==> config.mk <==
export PLATFORM = sky130hd
export DESIGN_NAME = wbuf_top
export DESIGN_NICKNAME = d
export VERILOG_FILES = /design/src/rtl/wbuf_pkg.sv /design/src/rtl/wbuf_store.sv /design/src/rtl/wbuf_match.sv /design/src/rtl/wbuf_arb.sv /design/src/rtl/wbuf_top.sv
export SDC_FILE = /design/constraint.sdc
export NUM_CORES = 1
export LEC_CHECK = 0
export ABC_AREA = 1
export BUFFER_PORTS_ARGS = -buffer_cell sky130_fd_sc_hd__buf_2
export CAP_MARGIN = 20
export CORE_ASPECT_RATIO = 0.75
export CORE_MARGIN = 4
export CORE_UTILIZATION = 59
export DETAILED_ROUTE_END_ITERATION = 8
export PLACE_DENSITY = 0.79
export SYNTH_ARGS = -nofsm -noshare
export SYNTH_HDL_FRONTEND = slang
export SYNTH_SLANG_ARGS = --single-unit
==> constraint.sdc <==
create_clock -name clk -period 6.25 [get_ports clk]
set_clock_uncertainty 0.05 [all_clocks]
set_input_delay 0.625 -clock clk [delete_from_list [all_inputs] [get_ports clk]]
set_output_delay 0.625 -clock clk [all_outputs]
set_load 0.02 [all_outputs]
==> src/rtl/wbuf_pkg.sv <==
package wbuf_pkg;
    localparam int WB_AW    = 16;
    localparam int WB_DW    = 16;
    localparam int WB_DEPTH = 4;
    localparam int WB_OFF_W = 2;

    typedef enum logic [1:0] {
        ARB_IDLE  = 2'd0,
        ARB_DRAIN = 2'd1,
        ARB_READ  = 2'd2,
        ARB_WAIT  = 2'd3
    } arb_e;
endpackage

==> src/rtl/wbuf_store.sv <==
module wbuf_store #(
    parameter int DEPTH = 4,
    parameter int AW    = 16,
    parameter int DW    = 16,
    localparam int PW   = (DEPTH > 1) ? $clog2(DEPTH) : 1,
    localparam int CW   = $clog2(DEPTH + 1)
) (
    input  logic             clk,
    input  logic             rst,
    input  logic             wr_en,
    input  logic [AW-1:0]    wr_addr,
    input  logic [DW-1:0]    wr_data,
    input  logic             rd_en,
    output logic [AW-1:0]    head_addr,
    output logic [DW-1:0]    head_data,
    output logic             full,
    output logic             empty,
    output logic [AW-1:0]    ent_addr [DEPTH],
    output logic [DEPTH-1:0] ent_vld
);
    logic [AW-1:0]    addr_q [DEPTH];
    logic [DW-1:0]    data_q [DEPTH];
    logic [DEPTH-1:0] vld_q;
    logic [PW-1:0]    wp_q, rp_q;
    logic [CW-1:0]    cnt_q;

    function automatic logic [PW-1:0] ptr_inc(input logic [PW-1:0] p);
        return (p == PW'(DEPTH - 1)) ? '0 : p + 1'b1;
    endfunction

    always_ff @(posedge clk) begin
        if (wr_en) begin
            addr_q[wp_q] <= wr_addr;
            data_q[wp_q] <= wr_data;
        end
    end

    always_ff @(posedge clk) begin
        if (rst) begin
            wp_q  <= '0;
            rp_q  <= '0;
            cnt_q <= '0;
            vld_q <= '0;
        end else begin
            if (rd_en) begin
                vld_q[rp_q] <= 1'b0;
                rp_q        <= ptr_inc(rp_q);
            end
            if (wr_en) begin
                vld_q[wp_q] <= 1'b1;
                wp_q        <= ptr_inc(wp_q);
            end
            cnt_q <= cnt_q + CW'(wr_en) - CW'(rd_en);
        end
    end

    assign head_addr = addr_q[rp_q];
    assign head_data = data_q[rp_q];
    assign full      = (cnt_q == CW'(DEPTH));
    assign empty     = (cnt_q == '0);
    assign ent_addr  = addr_q;
    assign ent_vld   = vld_q;
endmodule

==> src/rtl/wbuf_match.sv <==
module wbuf_match #(
    parameter int DEPTH = 4,
    parameter int AW    = 16,
    parameter int OFF_W = 2
) (
    input  logic [AW-1:0]    probe,
    input  logic [AW-1:0]    ent_addr [DEPTH],
    input  logic [DEPTH-1:0] ent_vld,
    output logic             hit
);
    logic [DEPTH-1:0] eq;

    for (genvar g = 0; g < DEPTH; g++) begin : g_cmp
        assign eq[g] = ent_vld[g] && (ent_addr[g][AW-1:OFF_W] == probe[AW-1:OFF_W]);
    end

    assign hit = |eq;
endmodule

==> src/rtl/wbuf_arb.sv <==
module wbuf_arb
    import wbuf_pkg::*;
(
    input  logic rd_req,
    input  logic hit,
    input  logic empty,
    output logic rd_grant,
    output logic drain_en
);
    arb_e dec;

    always_comb begin
        if (rd_req && !hit)       dec = ARB_READ;
        else if (empty)           dec = ARB_IDLE;
        else if (rd_req)          dec = ARB_WAIT;
        else                      dec = ARB_DRAIN;
    end

    assign rd_grant = (dec == ARB_READ);
    assign drain_en = (dec == ARB_DRAIN) || (dec == ARB_WAIT);
endmodule

==> src/rtl/wbuf_top.sv <==
module wbuf_top
    import wbuf_pkg::*;
#(
    parameter int DEPTH = WB_DEPTH,
    parameter int AW    = WB_AW,
    parameter int DW    = WB_DW,
    parameter int OFF_W = WB_OFF_W
) (
    input  logic          clk,
    input  logic          rst,
    input  logic          push_valid,
    input  logic [AW-1:0] push_addr,
    input  logic [DW-1:0] push_data,
    output logic          push_ready,
    output logic          drain_valid,
    output logic [AW-1:0] drain_addr,
    output logic [DW-1:0] drain_data,
    input  logic          drain_ready,
    input  logic          rd_req,
    input  logic [AW-1:0] rd_addr,
    output logic          rd_grant
);
    logic             full, empty, hit, drain_en;
    logic [AW-1:0]    ent_addr [DEPTH];
    logic [DEPTH-1:0] ent_vld;

    wbuf_store #(.DEPTH(DEPTH), .AW(AW), .DW(DW)) u_store (
        .clk       (clk),
        .rst       (rst),
        .wr_en     (push_valid && !full),
        .wr_addr   (push_addr),
        .wr_data   (push_data),
        .rd_en     (drain_en && drain_ready),
        .head_addr (drain_addr),
        .head_data (drain_data),
        .full      (full),
        .empty     (empty),
        .ent_addr  (ent_addr),
        .ent_vld   (ent_vld)
    );

    wbuf_match #(.DEPTH(DEPTH), .AW(AW), .OFF_W(OFF_W)) u_match (
        .probe    (rd_addr),
        .ent_addr (ent_addr),
        .ent_vld  (ent_vld),
        .hit      (hit)
    );

    wbuf_arb u_arb (
        .rd_req   (rd_req),
        .hit      (hit),
        .empty    (empty),
        .rd_grant (rd_grant),
        .drain_en (drain_en)
    );

    assign push_ready  = !full;
    assign drain_valid = drain_en;
endmodule

==> results.yml <==
sta:
  finalCritPeriodShare_pct: 51.7
  setup_viol_count_final: 0
  finalHoldViolations: 0
  relSlewSlack_pct: 37.6
  max_freq_ghz: 0.309
  slew_violations: 0
  tightest_slew_ns: 0.935
  fin_crit_ns: 3.23
  setup_tns_ns: 0
  setup_ws_ns: 3.02
  rsz0062_at_grt: "false"
grt:
  antenna_found_initial: 1
  grt-ovfl-total: 0
  grt_max_degree: 38
  first_global_vias: 4652
  met3_usage_pct: 6.62
  use_met2_pct: 38.9
  grt_first_pass_wirelength_um: 24000
  gr-max-usage-layer: "met2"
  gr-usage-all-layers_pct: 24.9
  grt.met1_usage_pct: 35.4
power_and_ir_drop:
  p_switching_mw: 0.915
  power.density_mw_per_mm2: 378
  comb_power_share_pct: 23.2
  swShare_pct: 32.0
  internal_power_mw: 1.94
  irDropWorstVdd_mv: 0.223
  p_leak_nw: 3.09
  p_seq_share_pct: 42.1
  clkPwrFrac_pct: 34.7
synth:
  yosysTopAreaCell: "edfxtp_1"
  synth_top_area_share_pct: 60.5
  syn_inst: 630
  synthesis.nets: 693
  yosysWarnings: 0
  synth_cell_type_count: 29
  synth_top_flop_cell: "edfxtp_1"
  ys_seq_area_share_pct: 64.6
  yosys-top-cells-area: "edfxtp_1, nand2_1, nor2_1, o21ai_0, dfxtp_1"
  synth.avg_cell_area_um2: 10.1
  async_reset_ff_share_pct: 0
  synth_edf_count: 128
  synth_area_mm2: 0.00635
  ys_seq_elements: 141
clock_network:
  root_buffer: "clkbuf_16"
  clkLatencyLatePin_ns: 0.41
  postCtsSetupRepairBufs: 0
  cts_num_sinks: 141
  cts_tree: "yes"
  clockBufferDepth: 2
  ctsHoldBuffers: 0
  cts-buffers-inserted: 17
  cts.htree.levels: 4
  path_clk_slew_ns: 0.06
  cts_resized: 0
critical_path:
  critical_path.endpoint_type: "primary output"
  required_ns: 5.57
  critical_path_class: "flip-flop to primary output"
  r2r_cells: 14
  startpoint_type: "flip-flop"
  path_max_fanout: 21
  rrSetupSlack_ns: 3.77
  crit_arrival_ns: 2.56
layout:
  final_common_cell: "nand2_1"
  area_growth_pct: 18.9
  layout-drive-gt1-share_pct: 19.5
  final_cell_mix: "nand2_1, edfxtp_1, nor2_1, buf_2, o21ai_0"
  antenna_cells: 0
  fillers: 749
  layout.nets: 785
routing:
  routed_wl_um: 15000
  drtIter0Drc: 543
  postRouteAntennaNets: 0
  viasPerCell: 5.55
  drtPass1Iterations: 6
  drc: 0
  via_count: 4833
  wl_per_cell_um: 17.3
placed_design:
  pre_cts_slack_ns: 3.08
  numPortBuffers: 85
  place_hpwl_um: 10100
  gp_congestion: 0.885
worst_hold_path:
  holdPathStages: 1
  hp-class: "input port to flip-flop"
die:
  initial_utilization_pct: 61.0
  fp.dieW_um: 128
  io_pins: 88
  die-area_mm2: 0.0125
  die_y_um: 97.9
  coreArea_mm2: 0.0104
  fp-row-count: 32
outcome:
  status: "completed"
job:
  drv_cap: 0
[registers in the layout (all words and copies together) (netlist names), named ones only]
name / cells
u_store.data_q: 64
u_store.ent_addr: 64
u_store.ent_vld: 4
u_store.cnt_q: 3
u_store.rp_q: 2
u_store.wp_q: 2
[critical path, cell delays in order, from the launching register on]
cell and delay, ns:
dfxtp_1 0.81, inv_1 0.59, o21ai_0 0.24, a21oi_1 0.07
a21oi_1 0.22, buf_2 0.21
[logic make-up after synthesis]
kind of cell               synth area share, %
DFF                                       64.6
and+or+nand+nor                           16.1
AOI/OAI and AO/OA                         10.5
buffers and inverters                     5.28
adders and majority gates                 2.09
xor gates and xnor gates                  1.38
[power by group through the flow]
stage	clock network [mW]	registers, mW	logic [mW]
global route	1.05	1.21	0.731
floorplan	0	1.20	0.435
finish	0.992	1.20	0.663
global placement	0	1.22	0.624
CTS	1.00	1.21	0.647
detailed placement	0	1.23	0.643
[path summary, 6_finish.rpt]
check,startpoint,end
max,u_store.rp_q[1],drain_addr[14]
min,push_addr[4],u_store.ent_addr[36]
max reg2reg,u_store.ent_addr[39],u_store.cnt_q[2]
min reg2reg,u_store.ent_vld[0],u_store.ent_vld[0]
[cell usage after synthesis (2+ instances only)]
cell / count
a21oi_1: 13
clkbuf_1: 18
dfxtp_1: 13
edfxtp_1: 128
ha_1: 9
inv_1: 56
inv_2: 13
nand2_1: 140
nand3_1: 3
nand3_2: 2
nand4_1: 8
nor2_1: 102
o21ai_0: 72
o22ai_1: 30
xnor2_1: 9
[through the flow]
| stage | util [%] | instance area [um2] | hold WS (ns) | instances | total power, mW |
|---|---|---|---|---|---|
| 6_report | 72.6 | 7550 | 0.372 | 871 | 2.86 |
| 5_1_grt | 72.6 | 7550 | 0.363 | 871 | 2.99 |
| 4_1_cts | 72.1 | 7510 | 0.358 | 869 | 2.86 |
| 3_5_place_dp | 66.5 | 6920 | 0.416 | 837 | 1.87 |
| 3_3_place_gp | 66.5 | 6920 | 0.403 | 837 | 1.85 |
| 2_1_floorplan | - | 6350 | 0.386 | 630 | 1.63 |
[layout make-up]
class                   instances  area, um2  area share [%]
flip-flops and latches        141       4100            54.3
clock buffers                  17        425            5.63
repair buffers                 92        510            6.76
multi-input cells             400       1920            25.4
inverters                      70        263            3.48
well taps                     136        170            2.25
clock inverters                15        160            2.12
[layer usage]
metal	wire, um	part of all wire [%]
met3	1300	8.7
met4	68	0.45
met5	7	0.047
met2	7100	47
met1	6550	44
No activity file was read; power rests on OpenSTA's default activity.
